[src/rtl/spi_pkg.sv]
package spi_pkg;
    localparam int DATA_W = 8;
    localparam int RATE_W = 3;
    localparam logic [1:0] OFS_CTRL = 2'd0;
    localparam logic [1:0] OFS_STAT = 2'd1;
    localparam logic [1:0] OFS_DATA = 2'd2;
    typedef enum logic [1:0] {ST_IDLE, ST_RUN, ST_FINISH} xfer_state_e;
endpackage

[src/rtl/spi_rate_gen.sv]
module spi_rate_gen #(
    parameter int RATE_W = 3
) (
    input  logic              clk,
    input  logic              rst_n,
    input  logic              en,
    input  logic [RATE_W-1:0] rate,
    output logic              tick
);
    localparam int CNT_W = (1 << RATE_W) - 1;
    logic [CNT_W-1:0] cnt_q;
    logic [CNT_W-1:0] half_m1;

    // half period of the serial clock is 2^rate system clocks
    assign half_m1 = (CNT_W'(1) << rate) - CNT_W'(1);
    assign tick    = en && (cnt_q == half_m1);

    always_ff @(posedge clk or negedge rst_n) begin
        if (!rst_n)          cnt_q <= '0;
        else if (!en || tick) cnt_q <= '0;
        else                 cnt_q <= cnt_q + CNT_W'(1);
    end
endmodule

[src/rtl/spi_pin_sync.sv]
module spi_pin_sync #(
    parameter int STAGES = 2
) (
    input  logic clk,
    input  logic rst_n,
    input  logic sck_pin,
    input  logic ss_n_pin,
    output logic sck_edge,
    output logic ss_n_s,
    output logic ss_fall
);
    logic [STAGES:0] sck_pipe;
    logic [STAGES:0] ss_pipe;

    always_ff @(posedge clk or negedge rst_n) begin
        if (!rst_n) begin
            sck_pipe <= '0;
            ss_pipe  <= '1;
        end else begin
            sck_pipe <= {sck_pipe[STAGES-1:0], sck_pin};
            ss_pipe  <= {ss_pipe[STAGES-1:0], ss_n_pin};
        end
    end

    assign sck_edge = sck_pipe[STAGES] ^ sck_pipe[STAGES-1];
    assign ss_n_s   = ss_pipe[STAGES-1];
    assign ss_fall  = ss_pipe[STAGES] & ~ss_pipe[STAGES-1];
endmodule

[src/rtl/spi_xfer_fsm.sv]
module spi_xfer_fsm
    import spi_pkg::*;
#(
    parameter int DW     = 8,
    parameter int RW     = 3
) (
    input  logic          clk,
    input  logic          rst_n,
    input  logic          master_i,
    input  logic          cpol_i,
    input  logic          cpha_i,
    input  logic [RW-1:0] rate_i,
    input  logic          start_i,
    input  logic          load_i,
    input  logic [DW-1:0] wdata_i,
    input  logic          fault_i,
    input  logic          ss_n_i,
    input  logic          ss_fall_i,
    input  logic          slv_edge_i,
    input  logic          tick_i,
    input  logic          sdi_i,
    output logic          busy_o,
    output logic          run_master_o,
    output logic [RW-1:0] rate_o,
    output logic          done_o,
    output logic [DW-1:0] rx_o,
    output logic          sck_o,
    output logic          sdo_o
);
    localparam int ECNT_W = $clog2(2 * DW);
    localparam logic [ECNT_W-1:0] LAST_EDGE = ECNT_W'(2 * DW - 1);

    xfer_state_e state_q, state_d;
    logic              mode_q, cpol_q, cpha_q, sck_act_q;
    logic [RW-1:0]     rate_q;
    logic [ECNT_W-1:0] edge_cnt_q;
    logic [DW-1:0]     tx_sr_q, rx_sr_q, rx_q;
    logic              ev, abort, do_sample, do_shift;

    assign ev        = mode_q ? tick_i : slv_edge_i;
    assign abort     = mode_q ? fault_i : ss_n_i;
    assign do_sample = ev && (edge_cnt_q[0] == cpha_q);
    assign do_shift  = ev && (edge_cnt_q[0] != cpha_q) && !(cpha_q && edge_cnt_q == '0);

    // next-state process
    always_comb begin
        state_d = state_q;
        unique case (state_q)
            ST_IDLE: begin
                if (master_i && start_i)        state_d = ST_RUN;  // launch
                else if (!master_i && ss_fall_i) state_d = ST_RUN; // select
            end
            ST_RUN: begin
                if (abort)                             state_d = ST_IDLE;   // abort
                else if (ev && edge_cnt_q == LAST_EDGE) state_d = ST_FINISH; // last edge
            end
            ST_FINISH: state_d = ST_IDLE; // retire
            default:   state_d = ST_IDLE;
        endcase
    end

    // state register
    always_ff @(posedge clk or negedge rst_n) begin
        if (!rst_n) state_q <= ST_IDLE;
        else        state_q <= state_d;
    end

    // datapath and output registers
    always_ff @(posedge clk or negedge rst_n) begin
        if (!rst_n) begin
            mode_q <= 1'b0; cpol_q <= 1'b0; cpha_q <= 1'b0; rate_q <= '0;
            sck_act_q <= 1'b0; edge_cnt_q <= '0;
            tx_sr_q <= '0; rx_sr_q <= '0; rx_q <= '0;
        end else begin
            unique case (state_q)
                ST_IDLE: begin
                    edge_cnt_q <= '0;
                    if (state_d == ST_RUN) begin
                        mode_q <= master_i;
                        cpol_q <= cpol_i;
                        cpha_q <= cpha_i;
                        rate_q <= rate_i;
                        if (master_i) tx_sr_q <= wdata_i;
                    end else if (load_i) begin
                        tx_sr_q <= wdata_i;
                    end
                end
                ST_RUN: begin
                    if (ev && !abort) begin
                        edge_cnt_q <= edge_cnt_q + ECNT_W'(1);
                        if (mode_q)    sck_act_q <= ~sck_act_q;
                        if (do_sample) rx_sr_q <= {rx_sr_q[DW-2:0], sdi_i};
                        if (do_shift)  tx_sr_q <= {tx_sr_q[DW-2:0], 1'b0};
                    end
                end
                ST_FINISH: rx_q <= rx_sr_q;
                default: ;
            endcase
            if (state_d != ST_RUN) sck_act_q <= 1'b0;
        end
    end

    assign busy_o       = (state_q != ST_IDLE);
    assign run_master_o = (state_q == ST_RUN) && mode_q;
    assign rate_o       = rate_q;
    assign done_o       = (state_q == ST_FINISH);
    assign rx_o         = rx_q;
    assign sck_o        = ((state_q == ST_RUN) ? cpol_q : cpol_i) ^ sck_act_q;
    assign sdo_o        = tx_sr_q[DW-1];

    p_no_reserved_rate_r4: assert property (@(posedge clk) disable iff (!rst_n)
        (state_q == ST_RUN && mode_q) |-> rate_q != '1);
    p_finish_after_run_r5: assert property (@(posedge clk) disable iff (!rst_n)
        (state_q == ST_FINISH) |-> $past(state_q) == ST_RUN);
    p_clock_back_idle_r2: assert property (@(posedge clk) disable iff (!rst_n)
        (state_q == ST_FINISH && mode_q) |-> sck_o == cpol_q);
endmodule

[src/rtl/spi_byte_ctrl.sv]
module spi_byte_ctrl
    import spi_pkg::*;
#(
    parameter int SYNC_STAGES = 2
) (
    input  logic              clk,
    input  logic              rst_n,
    input  logic              bus_sel,
    input  logic              bus_wr,
    input  logic              bus_rd,
    input  logic [1:0]        bus_addr,
    input  logic [DATA_W-1:0] bus_wdata,
    output logic [DATA_W-1:0] bus_rdata,
    input  logic              sck_i,
    output logic              sck_o,
    input  logic              ss_n_i,
    input  logic              mosi_i,
    output logic              mosi_o,
    input  logic              miso_i,
    output logic              miso_o
);
    logic              master_q, cpol_q, cpha_q;
    logic [RATE_W-1:0] rate_q, run_rate;
    logic              done_q, wcol_q, modf_q, xfer_arm_q, modf_arm_q;
    logic              ctrl_wr, stat_rd, data_wr, data_acc;
    logic              busy, run_master, tick, fin, sdo, sdi;
    logic              sck_edge, ss_n_s, ss_fall, modf_set, wcol_set, start, load;
    logic [DATA_W-1:0] rx_byte;

    assign ctrl_wr  = bus_sel && bus_wr && bus_addr == OFS_CTRL;
    assign stat_rd  = bus_sel && bus_rd && bus_addr == OFS_STAT;
    assign data_wr  = bus_sel && bus_wr && bus_addr == OFS_DATA;
    assign data_acc = bus_sel && (bus_wr || bus_rd) && bus_addr == OFS_DATA;
    assign wcol_set = data_wr && busy;
    assign start    = data_wr && !busy && master_q && rate_q != '1;
    assign load     = data_wr && !busy && !master_q;
    assign modf_set = master_q && !ss_n_s;

    spi_pin_sync #(.STAGES(SYNC_STAGES)) u_sync (
        .clk, .rst_n, .sck_pin(sck_i), .ss_n_pin(ss_n_i),
        .sck_edge, .ss_n_s, .ss_fall);

    spi_rate_gen #(.RATE_W(RATE_W)) u_rate (
        .clk, .rst_n, .en(run_master), .rate(run_rate), .tick);

    spi_xfer_fsm #(.DW(DATA_W), .RW(RATE_W)) u_fsm (
        .clk, .rst_n, .master_i(master_q), .cpol_i(cpol_q), .cpha_i(cpha_q),
        .rate_i(rate_q), .start_i(start), .load_i(load), .wdata_i(bus_wdata),
        .fault_i(modf_set), .ss_n_i(ss_n_s), .ss_fall_i(ss_fall),
        .slv_edge_i(sck_edge), .tick_i(tick), .sdi_i(sdi),
        .busy_o(busy), .run_master_o(run_master), .rate_o(run_rate),
        .done_o(fin), .rx_o(rx_byte), .sck_o, .sdo_o(sdo));

    assign sdi    = master_q ? miso_i : mosi_i;
    assign mosi_o = master_q & sdo;
    assign miso_o = ~master_q & sdo;

    always_ff @(posedge clk or negedge rst_n) begin
        if (!rst_n) begin
            master_q <= 1'b0; cpol_q <= 1'b0; cpha_q <= 1'b0; rate_q <= '0;
            done_q <= 1'b0; wcol_q <= 1'b0; modf_q <= 1'b0;
            xfer_arm_q <= 1'b0; modf_arm_q <= 1'b0;
        end else begin
            if (ctrl_wr) begin
                master_q <= bus_wdata[0];
                cpol_q   <= bus_wdata[1];
                cpha_q   <= bus_wdata[2];
                rate_q   <= bus_wdata[3 +: RATE_W];
            end
            if (modf_set) master_q <= 1'b0;

            if (stat_rd && (done_q || wcol_q)) xfer_arm_q <= 1'b1;
            else if (data_acc)                 xfer_arm_q <= 1'b0;
            if (stat_rd && modf_q)             modf_arm_q <= 1'b1;
            else if (ctrl_wr)                  modf_arm_q <= 1'b0;

            if (fin)                                 done_q <= 1'b1;
            else if (start || (data_acc && xfer_arm_q)) done_q <= 1'b0;
            if (wcol_set)                   wcol_q <= 1'b1;
            else if (data_acc && xfer_arm_q) wcol_q <= 1'b0;
            if (modf_set)                  modf_q <= 1'b1;
            else if (ctrl_wr && modf_arm_q) modf_q <= 1'b0;
        end
    end

    always_comb begin
        unique case (bus_addr)
            OFS_CTRL: bus_rdata = {2'b00, rate_q, cpha_q, cpol_q, master_q};
            OFS_STAT: bus_rdata = {5'b0, modf_q, wcol_q, done_q};
            OFS_DATA: bus_rdata = rx_byte;
            default:  bus_rdata = '0;
        endcase
    end

    p_collision_flag_r8: assert property (@(posedge clk) disable iff (!rst_n)
        (data_wr && busy) |=> wcol_q && busy);
    p_fault_demotes_r7: assert property (@(posedge clk) disable iff (!rst_n)
        (master_q && !ss_n_s) |=> modf_q && !master_q);
    p_done_sticky_r6: assert property (@(posedge clk) disable iff (!rst_n)
        (done_q && !data_acc) |=> done_q);
endmodule

[config.mk]
export PLATFORM = sky130hd
export DESIGN_NAME = spi_byte_ctrl
export DESIGN_NICKNAME = d
export VERILOG_FILES = /design/src/rtl/spi_pkg.sv /design/src/rtl/spi_rate_gen.sv /design/src/rtl/spi_pin_sync.sv /design/src/rtl/spi_xfer_fsm.sv /design/src/rtl/spi_byte_ctrl.sv
export SDC_FILE = /design/constraint.sdc
export NUM_CORES = 1
export LEC_CHECK = 0
export BUFFER_PORTS_ARGS = -buffer_cell sky130_fd_sc_hd__buf_2
export CAP_MARGIN = 30
export CORE_AREA = 2 2 89 91
export CTS_CLUSTER_SIZE = 28
export DETAILED_ROUTE_END_ITERATION = 12
export DIE_AREA = 0 0 91 93
export SLEW_MARGIN = 20
export SYNTH_ARGS = -nofsm -noshare
export SYNTH_HDL_FRONTEND = slang
export SYNTH_HIERARCHICAL = 1
export SYNTH_SLANG_ARGS = --single-unit
[constraint.sdc]
create_clock -name clk -period 4.55 [get_ports clk]
set_input_delay 0.91 -clock clk [delete_from_list [all_inputs] [get_ports clk]]
set_output_delay 0.91 -clock clk [all_outputs]
set_load 0.02 [all_outputs]
==> reports/metrics.csv, run 1 <==
stage,metric,value,unit
outcome,outcome,finished clean,
detailed_routing,Met3 Wirelength,150,um
detailed_routing,WL met1,3370,um
setup_path,startpoint types,flip-flop,
cells_and_area,"commonest cells after routing, fill and taps aside","dfrtp_1 (58), buf_2 (29), nor2_1 (19)",
setup_path,Critical Path Sink Type,output pin,
cells_and_area,Layout Nets,344,
sta,Fin Setup TNS,0,ns
grt,first-pass GRT wire length,11700,um
logic_synthesis,syn nets,319,
logic_synthesis,mux contribution to synthesized area,0.159,
clocking,"Gates resized, CTS repair",0,
detailed_routing,drt total wl,6890,um
grt,initial antenna violation count,0,
clocking,clock root cell,clkbuf_8,
clocking,H-tree levels,3,
power,sequential fraction of design power,0.466,
floorplanning,Die Wd,91,um
setup_path,worst path cell trace,"nor2b_1, mux2i_1, xnor2_1, buf_2",
clocking,worst-case clock buffer depth,2,
sta,Tcrit/Tclk final,0.723,
sta,Final Hold Viols,0,
grt,GR Overflow Total,0,
sta,Slew @ Worst Pin,0.767,ns
floorplanning,die area,0.00846,mm2
setup_path,kind of critical path,reg -> out,
logic_synthesis,Synth Area in Compound Gates,0.113,
logic_synthesis,distinct cell type count after synthesis,63,
setup_path,Reg2Reg Depth,7,
floorplanning,Std-Cell Rows,32,
logic_synthesis,Avg Synthesized Cell Area,11.1,um2
grt,Total GRT Usage,0.177,
cells_and_area,share of cells above drive strength 1,0.275,
min_path,worst hold path depth,0,
clocking,post-CTS setup buffer count,0,
power,Clk network pwr share,0.236,
logic_synthesis,Yosys warning total,6,
power,Internal Pwr Total,1130,uW
setup_path,WP buf/inv,1,
power,Switching Fraction,0.359,
logic_synthesis,sequential fraction of the synthesis area,0.464,
detailed_routing,DR WL/cell,16.1,um
cells_and_area,area delta synth->final,10.7,%
floorplanning,Initial Util,0.438,
setup_path,WP depth,4,
placed_design,gp weighted congestion,0.758,
logic_synthesis,Post-synth EDFFs,0,
floorplanning,Die H,93,um
cells_and_area,n_diodes,0,
sta,min cycle time layout,3.29,ns
setup_path,CP arrival,2.38,ns
clocking,"Clk pin slew, worst setup/hold paths",0.07,ns
floorplanning,core box area,0.00753,mm2
detailed_routing,Met2 Wirelength,3270,um
power,cell leakage power,0.00167,uW
sta,Slew headroom,0.489,
logic_synthesis,Yosys reg bits,61,
sta,Final setup viols,0,
clocking,worst skew pair latency,0.33,ns
clocking,TritonCTS Buffers,9,
clocking,CTS tree,built,
sta,"Slew Viols, Final",0,
detailed_routing,DRC viols,0,
detailed_routing,Final ANT Viol Nets,0,
grt,pin count of the biggest net entering global routing,38,
detailed_routing,router iterations before antenna repair,4,
clocking,cts hold-fix bufs,0,
setup_path,Critical Path Fanout Max,27,
setup_path,slowest cell on the critical path,dfrtp_1,
setup_path,CP max stage delay,0.84,ns
power,Logic pwr share,0.298,
flow_run,number of max-cap violations,0,
placed_design,Port Buf Inserts,29,
cells_and_area,final core utilization,0.485,
detailed_routing,DR vias,2320,
setup_path,"Largest delay share family, worst path",flip-flops,
sta,Fmax,304,MHz
grt,number of global-route vias before repair,2283,
power,P per Cell Area,481,mW/mm2
power,total chip power,1750,uW
clocking,clk sinks,61,
logic_synthesis,cell count after synthesis,297,
logic_synthesis,post-synthesis xor/xnor area fraction,0.0292,
power,Max VDD drop,0.000218,V
logic_synthesis,Mapped Area,0.00330,mm2
detailed_routing,Avg Vias per Cell,5.41,
min_path,min-delay worst type,reg -> reg,
sta,unrepaired setup endpoints after global routing,false,
cells_and_area,"most common cell after layout, fill and taps aside",dfrtp_1,
logic_synthesis,asr flop ratio synth,1.00,
floorplanning,I/O pin cnt,30,
sta,clk_skew,0.00640,ns
setup_path,"Req. time, crit path",3.64,ns
placed_design,Final HPWL DP,4770,um
detailed_routing,Top Metal Used,met4,
detailed_routing,DR iter-0 viols,127,
logic_synthesis,Synth Flop Type,dfrtp_1,
power,NetSw,629,uW
logic_synthesis,post-synthesis simple-gate area fraction,0.174,
logic_synthesis,Post-Synth Adder-Cell Area,0.0114,
logic_synthesis,combinational family with the most area after synthesis,simple AND/OR/NAND/NOR gates,
-- power by group through the flow --
stage	combinational, uW	sequential [uW]	clock [uW]
6_report	523	818	414
5_1_grt	581	845	456
3_3_place_gp	516	824	0
4_1_cts	526	818	429
3_5_place_dp	524	829	0
2_1_floorplan	483	750	0
-- layer usage --
layer  GRT usage  up-vias
met1       0.243     1155
met4      0.0808        0
met3      0.0314        8
li1            -     1127
met2       0.275       30
met5           0        -
-- cell type report --
type / instances / area (um2)
timing repair buffer: 30 / 153
fill: 746 / 3880
multi-input combinational: 202 / 1600
clock buffer: 10 / 128
clock inverter: 6 / 38.8
inverter: 18 / 67.6
tap: 102 / 128
sequential: 61 / 1530
-- worst paths after layout --
kind	from	to	slack, ns
hold / removal	u_sync/sck_pipe[0]$_DFF_PN0_	u_sync/sck_pipe[1]$_DFF_PN0_	0.35
setup reg to reg	u_fsm/state_q[0]$_DFF_PN0_	u_fsm/rx_sr_q[5]$_DFFE_PN0P_	1.48
max in group asynchronous	rst_n	u_sync/ss_pipe[2]$_DFF_PN1_	3.06
setup / recovery	u_fsm/state_q[0]$_DFF_PN0_	sck_o	1.26
hold reg to reg	u_sync/sck_pipe[0]$_DFF_PN0_	u_sync/sck_pipe[1]$_DFF_PN0_	0.35
min in group asynchronous	rst_n	u_fsm/rx_o[6]$_DFFE_PN0P_	0.56
-- synth_stat cells (2+ instances only) --
cell type,n,area [um2]
or2_1,2,12.5
xnor2_1,5,43.8
nand4b_1,2,17.5
nor2_1,19,71.3
and3_1,6,37.5
dfrtp_1,58,1450
buf_6,3,33.8
ha_1,3,37.5
mux2i_1,12,120
buf_4,2,15.0
xor2_1,6,52.6
a2111oi_0,6,52.6
nand2_1,10,37.5
o21ai_0,5,25.0
a211oi_1,7,52.6
and2_1,3,18.8
nand2b_1,3,18.8
o22ai_1,3,18.8
dfstp_2,3,78.8
and3b_1,3,26.3
nor2_2,2,12.5
nor3_1,2,10.0
mux2_4,14,210
mux2_2,15,169
nand4_1,4,25.0
or4_1,5,37.5
a221oi_1,5,43.8
o21ai_1,5,25.0
nand3_1,13,65.1
o211ai_2,2,25.0
a21oi_1,7,35.0
nor2b_1,5,31.3
buf_2,3,15.0
inv_1,18,67.6
nor3b_1,2,15.0
clkbuf_1,7,26.3
-- flip-flops by register name, indices dropped and copies added, names as in the netlist --
signal            flops
u_fsm/rx_sr_q         8
rate_q                3
u_fsm/cpha_q          1
done_q                1
u_sync/ss_pipe        3
u_fsm/mode_q          1
u_sync/sck_pipe       3
u_fsm/edge_cnt_q      4
u_fsm/rate_o          3
u_fsm/cpol_q          1
modf_arm_q            1
cpol_q                1
master_q              1
wcol_q                1
xfer_arm_q            1
u_fsm/tx_sr_q         8
modf_q                1
u_fsm/state_q         2
cpha_q                1
u_fsm/sck_act_q       1
u_rate/cnt_q          7
u_fsm/rx_o            8
-- metrics by stage --
step | worst slack [ns] | hold slack, ns | cells | area [um2]
floorplan | 1.81 | 0.331 | 297 | 3300
global placement | 1.57 | 0.338 | 413 | 3480
detailed placement | 1.50 | 0.336 | 413 | 3480
CTS | 1.27 | 0.353 | 429 | 3650
global route | 1.04 | 0.364 | 429 | 3650
finish | 1.26 | 0.350 | 429 | 3650
-- logic make-up (layout without fill, tap and decap cells) --
| logic type | count (synthesis) | after routing |
|---|---|---|
| flops | 61 | 61 |
| mux | 43 | 43 |
| simple gates | 94 | 94 |
| buf+inv | 34 | 64 |
| xor+xnor | 11 | 11 |
| fa+ha+maj | 3 | 3 |
| compound gates | 51 | 51 |
Note: power is estimated with default switching activity, not from simulation.
==> run 2: changes to the inputs <==
- clock period: 4.55 -> 2.9 ns (I/O delays scaled with it)
==> run 2 against run 1 <==
Clock skew up 0.0022 ns. Total power grew 79%. First-iteration DRC count up 30%. Clock power grew 130%. Final cell count grew 3.3%. Wire length increased by 4.4%. Core utilization rose by 2.5 points. Via count increased by 4.1%. Final area increased by 5.2%. Non-clock buffer count is 14 higher. Register-to-register slack worse by 1.3 ns. Largest power group unchanged.
==> reports/metrics.csv, run 2 (synthesis results as in run 1) <==
stage,metric,value,unit,change
clocking,TritonCTS Buffers,9,,unchanged
setup_path,R2R Path End,u_fsm/rx_sr_q[5]$_DFFE_PN0P_,,unchanged
placed_design,gp weighted congestion,0.843,,was 0.758
cells_and_area,Layout Nets,358,,was 344
sta,clk_skew,0.00861,ns,was 0.00640 ns
setup_path,CP most frequent cell,mux2_4,,
clocking,worst skew pair latency,0.34,ns,was 0.33 ns
floorplanning,Initial Util,0.438,,unchanged
placed_design,Final HPWL DP,5040,um,was 4770 um
cells_and_area,final core utilization,0.510,,was 0.485
detailed_routing,DR iter-0 viols,165,,was 127
sta,min cycle time layout,2.70,ns,
cells_and_area,share of cells above drive strength 1,0.305,,was 0.275
flow_run,number of max-cap violations,0,,unchanged
floorplanning,core box area,0.00753,mm2,unchanged
placed_design,Setup WS pre-CTS,0.203,ns,was 1.50 ns
cells_and_area,n_diodes,0,,unchanged
min_path,min-delay worst type,in -> async,,was reg -> reg
setup_path,Critical Path Sink Type,flip-flop,,was output pin
power,Max VDD drop,0.000308,V,was 0.000218 V
cells_and_area,"most common cell after layout, fill and taps aside",dfrtp_1,,unchanged
outcome,outcome,finished clean,,unchanged
detailed_routing,DR vias,2416,,"was 2,320"
setup_path,"Req. time, crit path",3.13,ns,was 3.64 ns
grt,GR Overflow Total,0,,unchanged
detailed_routing,router iterations before antenna repair,4,,unchanged
floorplanning,Die H,93,um,unchanged
setup_path,Reg2Reg Depth,8,,was 7
grt,initial antenna violation count,0,,unchanged
setup_path,WP buf/inv,0,,was 1
sta,Tcrit/Tclk final,0.931,,
clocking,CTS tree,built,,unchanged
floorplanning,die area,0.00846,mm2,unchanged
setup_path,CP arrival,2.93,ns,was 2.38 ns
clocking,clock root cell,clkbuf_8,,unchanged
placed_design,Port Buf Inserts,29,,unchanged
floorplanning,Die Wd,91,um,unchanged
sta,Final setup viols,0,,unchanged
power,total chip power,3140,uW,was 1750 uW
sta,Slew headroom,0.607,,was 0.489
floorplanning,I/O pin cnt,30,,unchanged
detailed_routing,DRC viols,0,,unchanged
sta,Fin Setup TNS,0,ns,unchanged
cells_and_area,area delta synth->final,16.4,%,was 10.7%
clocking,"Gates resized, CTS repair",0,,unchanged
clocking,clk sinks,61,,unchanged
clocking,cts hold-fix bufs,0,,unchanged
grt,pin count of the biggest net entering global routing,27,,was 38
detailed_routing,drt total wl,7190,um,was 6890 um
grt,number of global-route vias before repair,2405,,"was 2,283"
power,cell leakage power,0.00178,uW,was 0.00167 uW
cells_and_area,"commonest cells after routing, fill and taps aside","dfrtp_1 (58), buf_2 (29), nor2_1 (19)",,unchanged
clocking,"Clk pin slew, worst setup/hold paths",0.07,ns,about the same
clocking,post-CTS setup buffer count,0,,unchanged
grt,Total GRT Usage,0.185,,was 0.177
setup_path,"Largest delay share family, worst path",simple AND/OR/NAND/NOR gates,,was flip-flops
detailed_routing,Avg Vias per Cell,5.45,,was 5.41
sta,Slew @ Worst Pin,0.588,ns,was 0.767 ns
setup_path,Critical Path Fanout Max,8,,was 27
power,P per Cell Area,819,mW/mm2,was 481 mW/mm2
setup_path,internal reg-to-reg setup slack,0.20,ns,was 1.48 ns
sta,unrepaired setup endpoints after global routing,false,,unchanged
detailed_routing,DR WL/cell,16.2,um,was 16.1 um
setup_path,slowest cell on the critical path,or4_4,,was dfrtp_1
setup_path,kind of critical path,reg -> reg,,was reg -> out
sta,Final Hold Viols,0,,unchanged
clocking,H-tree levels,3,,unchanged
sta,Fmax,370,MHz,
grt,first-pass GRT wire length,12100,um,"was 11,700 um"
clocking,worst-case clock buffer depth,2,,unchanged
setup_path,r2r startpoint,u_rate/cnt_q[5]$_DFF_PN0_,,was u_fsm/state_q[0]$_DFF_PN0_
setup_path,startpoint types,flip-flop,,unchanged
floorplanning,Std-Cell Rows,32,,unchanged
setup_path,worst path cell trace,"or4_4, o211ai_2, nor4b_4, and3_1, mux2_4, nand3_4, or2_1, mux2_4",,"was nor2b_1, mux2i_1, xnor2_1, buf_2"
sta,"Slew Viols, Final",0,,unchanged
setup_path,CP max stage delay,0.54,ns,was 0.84 ns
detailed_routing,Final ANT Viol Nets,0,,unchanged
sta,post-route setup slack,0.200,ns,was 1.26 ns
run 2: worst max-delay path by stage:
stage | startpoint | endpoint | slack [ns] | cells after the start
6_report | u_rate/cnt_q[5]$_DFF_PN0_ | u_fsm/rx_sr_q[5]$_DFFE_PN0P_ | 0.20 | 8
3_3_place_gp | u_rate/cnt_q[5]$_DFF_PN0_ | u_fsm/rx_sr_q[7]$_DFFE_PN0P_ | 0.28 | 8
4_1_cts | u_rate/cnt_q[5]$_DFF_PN0_ | u_fsm/rx_sr_q[5]$_DFFE_PN0P_ | 0.19 | 8
5_1_grt | u_rate/cnt_q[5]$_DFF_PN0_ | u_fsm/rx_sr_q[1]$_DFFE_PN0P_ | 0.11 | 8
2_1_floorplan | u_fsm/rate_o[2]$_DFFE_PN0P_ | u_fsm/tx_sr_q[6]$_DFFE_PN0P_ | 0.16 | 10
3_5_place_dp | u_rate/cnt_q[5]$_DFF_PN0_ | u_fsm/rx_sr_q[5]$_DFFE_PN0P_ | 0.20 | 8
run 2: power breakdown:
group	switching, uW	internal [uW]	leakage, uW
Combinational	485	478	0.000887
Clock	331	617	0.000127
Sequential	191	1040	0.000768
run 2: layout make-up:
type / count / area (um2)
Fill cell: 709 / 3690
Multi-Input combinational cell: 202 / 1600
Sequential cell: 61 / 1530
Timing Repair Buffer: 44 / 258
Clock buffer: 12 / 155
Tap cell: 102 / 128
Clock inverter: 4 / 95.1
Inverter: 18 / 67.6
run 2: layer usage:
layer  share of wire  vias up  global-route usage
met5               0        -                   0
met4           0.016        0              0.0934
met3           0.032       10              0.0322
met2            0.48       52               0.289
met1            0.47     1201               0.251
li1                -     1153                   -
run 2: stage by stage:
| step | hold WS [ns] | instance area, um2 | cells |
|---|---|---|---|
| 3_5_place_dp | 0.338 | 3590 | 427 |
| 5_1_grt | 0.114 | 3840 | 443 |
| 2_1_floorplan | 0.284 | 3300 | 297 |
| 6_report | 0.100 | 3840 | 443 |
| 4_1_cts | 0.0953 | 3840 | 443 |
| 3_3_place_gp | 0.335 | 3590 | 427 |
==> run 3: changes to the inputs <==
- CELL_PAD_IN_SITES_DETAIL_PLACEMENT: default -> 0
- CELL_PAD_IN_SITES_GLOBAL_PLACEMENT: default -> 1
- CORE_AREA: 2 2 89 91 -> 2 2 91 93
- DIE_AREA: 0 0 91 93 -> 0 0 93 95
- PLACE_DENSITY_LB_ADDON: default -> 0.1
==> run 3 against run 2 <==
Total power shrank 4.0%. Wire length shrank 3.5%. Fmax shrank 2.1%. Highest routed layer unchanged. First-iteration DRC count shrank 44%. Sequential share of layout area grew 0.46 points.
==> reports/metrics.csv, run 3 (synthesis results as in run 1) <==
stage,metric,value,unit,change
floorplanning,die area,0.00884,mm2,was 0.00846 mm2
floorplanning,Initial Util,0.416,,was 0.438
detailed_routing,DR WL/cell,15.7,um,was 16.2 um
cells_and_area,"most common cell after layout, fill and taps aside",dfrtp_1,,unchanged
sta,unrepaired setup endpoints after global routing,false,,unchanged
cells_and_area,final core utilization,0.479,,was 0.510
grt,GR Overflow Total,0,,unchanged
grt,first-pass GRT wire length,11800,um,"was 12,100 um"
cells_and_area,"commonest cells after routing, fill and taps aside","dfrtp_1 (58), buf_2 (29), nor2_1 (19)",,unchanged
detailed_routing,router iterations before antenna repair,4,,unchanged
sta,min cycle time layout,2.76,ns,was 2.70 ns
setup_path,Critical Path Fanout Max,10,,was 8
floorplanning,core box area,0.00793,mm2,was 0.00753 mm2
setup_path,r2r startpoint,u_fsm/rate_o[1]$_DFFE_PN0P_,,was u_rate/cnt_q[5]$_DFF_PN0_
flow_run,number of max-cap violations,0,,unchanged
placed_design,Setup WS pre-CTS,0.154,ns,was 0.203 ns
detailed_routing,Avg Vias per Cell,5.23,,was 5.45
power,P per Cell Area,795,mW/mm2,was 819 mW/mm2
grt,initial antenna violation count,0,,unchanged
clocking,cts hold-fix bufs,0,,unchanged
floorplanning,Std-Cell Rows,33,,was 32
detailed_routing,DRC viols,0,,unchanged
sta,clk_skew,0.00748,ns,was 0.00861 ns
power,Max VDD drop,0.000320,V,was 0.000308 V
clocking,worst skew pair latency,0.33,ns,was 0.34 ns
clocking,"Gates resized, CTS repair",0,,unchanged
cells_and_area,share of cells above drive strength 1,0.299,,was 0.305
power,total chip power,3020,uW,was 3140 uW
setup_path,CP most frequent cell,mux2_4,,unchanged
clocking,post-CTS setup buffer count,0,,unchanged
cells_and_area,area delta synth->final,15.1,%,was 16.4%
setup_path,R2R Path End,u_fsm/rx_sr_q[1]$_DFFE_PN0P_,,was u_fsm/rx_sr_q[5]$_DFFE_PN0P_
detailed_routing,drt total wl,6940,um,was 7190 um
detailed_routing,Final ANT Viol Nets,0,,unchanged
sta,Fmax,363,MHz,was 370 MHz
detailed_routing,DR vias,2319,,"was 2,416"
placed_design,Port Buf Inserts,29,,unchanged
setup_path,internal reg-to-reg setup slack,0.14,ns,was 0.20 ns
floorplanning,I/O pin cnt,30,,unchanged
placed_design,placed insts,427,,unchanged
grt,number of global-route vias before repair,2310,,"was 2,405"
sta,"Slew Viols, Final",0,,unchanged
clocking,H-tree levels,3,,unchanged
sta,Fin Setup TNS,0,ns,unchanged
floorplanning,Die Wd,93,um,was 91 um
detailed_routing,DR iter-0 viols,93,,was 165
setup_path,kind of critical path,reg -> reg,,unchanged
sta,Final Hold Viols,0,,unchanged
clocking,"Clk pin slew, worst setup/hold paths",0.07,ns,about the same
floorplanning,Die H,95,um,was 93 um
clocking,clock root cell,clkbuf_8,,unchanged
min_path,min-delay worst type,in -> async,,unchanged
grt,pin count of the biggest net entering global routing,38,,was 27
grt,Total GRT Usage,0.174,,was 0.185
power,cell leakage power,0.00175,uW,was 0.00178 uW
cells_and_area,Layout Nets,355,,was 358
sta,Slew headroom,0.580,,was 0.607
cells_and_area,Fillers,762,,was 709
clocking,TritonCTS Buffers,9,,unchanged
sta,post-route setup slack,0.143,ns,was 0.200 ns
placed_design,Final HPWL DP,4930,um,was 5040 um
clocking,CTS tree,built,,unchanged
cells_and_area,fin cells,443,,unchanged
clocking,clk sinks,61,,unchanged
placed_design,gp weighted congestion,0.741,,was 0.843
setup_path,CP max stage delay,0.51,ns,was 0.54 ns
setup_path,startpoint types,flip-flop,,unchanged
sta,Final setup viols,0,,unchanged
cells_and_area,n_diodes,0,,unchanged
setup_path,slowest cell on the critical path,or4_4,,unchanged
setup_path,Reg2Reg Depth,8,,unchanged
clocking,worst-case clock buffer depth,2,,unchanged
setup_path,"Req. time, crit path",3.12,ns,was 3.13 ns
sta,Tcrit/Tclk final,0.951,,was 0.931
setup_path,CP arrival,2.98,ns,was 2.93 ns
outcome,outcome,finished clean,,unchanged
setup_path,worst path cell trace,"or4_4, o211ai_2, nor4b_4, and3_1, mux2_4, nand3_4, or2_1, mux2_4",,unchanged
sta,Slew @ Worst Pin,0.625,ns,was 0.588 ns
setup_path,Critical Path Sink Type,flip-flop,,unchanged
==> run 3: cell count changes in the layout (fill, tap and decap cells not counted) <==
cell,before,now
buf_4,15,12
clkinv_4,0,1
clkinv_2,1,0
bufinv_16,3,2
clkbuf_8,11,10
clkinvlp_4,0,2
==> run 3: how the worst max path moves through the flow <==
stage	slack, ns	startpoint	end	depth (start not counted)
finish	0.14	u_fsm/rate_o[1]$_DFFE_PN0P_	u_fsm/rx_sr_q[1]$_DFFE_PN0P_	8
detailed placement	0.15	u_fsm/rate_o[1]$_DFFE_PN0P_	u_fsm/rx_sr_q[6]$_DFFE_PN0P_	8
global route	0.02	u_fsm/rate_o[1]$_DFFE_PN0P_	u_fsm/rx_sr_q[4]$_DFFE_PN0P_	8
floorplan	0.16	u_fsm/rate_o[2]$_DFFE_PN0P_	u_fsm/tx_sr_q[6]$_DFFE_PN0P_	10
global placement	0.19	u_fsm/rate_o[1]$_DFFE_PN0P_	u_fsm/rx_sr_q[7]$_DFFE_PN0P_	8
CTS	0.13	u_fsm/rate_o[1]$_DFFE_PN0P_	u_fsm/rx_sr_q[1]$_DFFE_PN0P_	8
==> run 3: area by class of cell <==
class	instances	area, um2	share of cell area
multi-input combinational	202	1600	0.423
sequential	61	1530	0.403
timing repair buffer	41	235	0.0620
clock buffer	11	141	0.0373
tap	105	131	0.0346
clock inverter	5	83.8	0.0221
inverter	18	67.6	0.0178
==> run 3: through the flow <==
| stage | hold WS (ns) | cell area, um2 |
|---|---|---|
| 2_1_floorplan | 0.284 | 3300 |
| 3_3_place_gp | 0.333 | 3570 |
| 3_5_place_dp | 0.341 | 3570 |
| 4_1_cts | 0.0153 | 3790 |
| 5_1_grt | 0.00971 | 3790 |
| 6_report | 0.0316 | 3790 |
==> run 3: layer usage <==
layer | GRT usage | vias to the layer above | share of wire
li1 | - | 1151 | -
met1 | 0.240 | 1137 | 0.50
met2 | 0.277 | 27 | 0.47
met3 | 0.0295 | 4 | 0.020
met4 | 0.0662 | 0 | 0.0065
met5 | 0 | - | 0
==> run 3: critical path, delay by kind of cell (launching register included) <==
kind            cells  cell delay (ns)
compound gates      1             0.08
simple gates        5             1.52
flops               1             0.48
mux                 2             0.57
==> run 3: power breakdown <==
part           switching, uW  total, uW  internal, uW
Sequential               200       1240          1040
Clock                    336        845           509
Combinational            464        931           467
Total                   1000       3020          2020
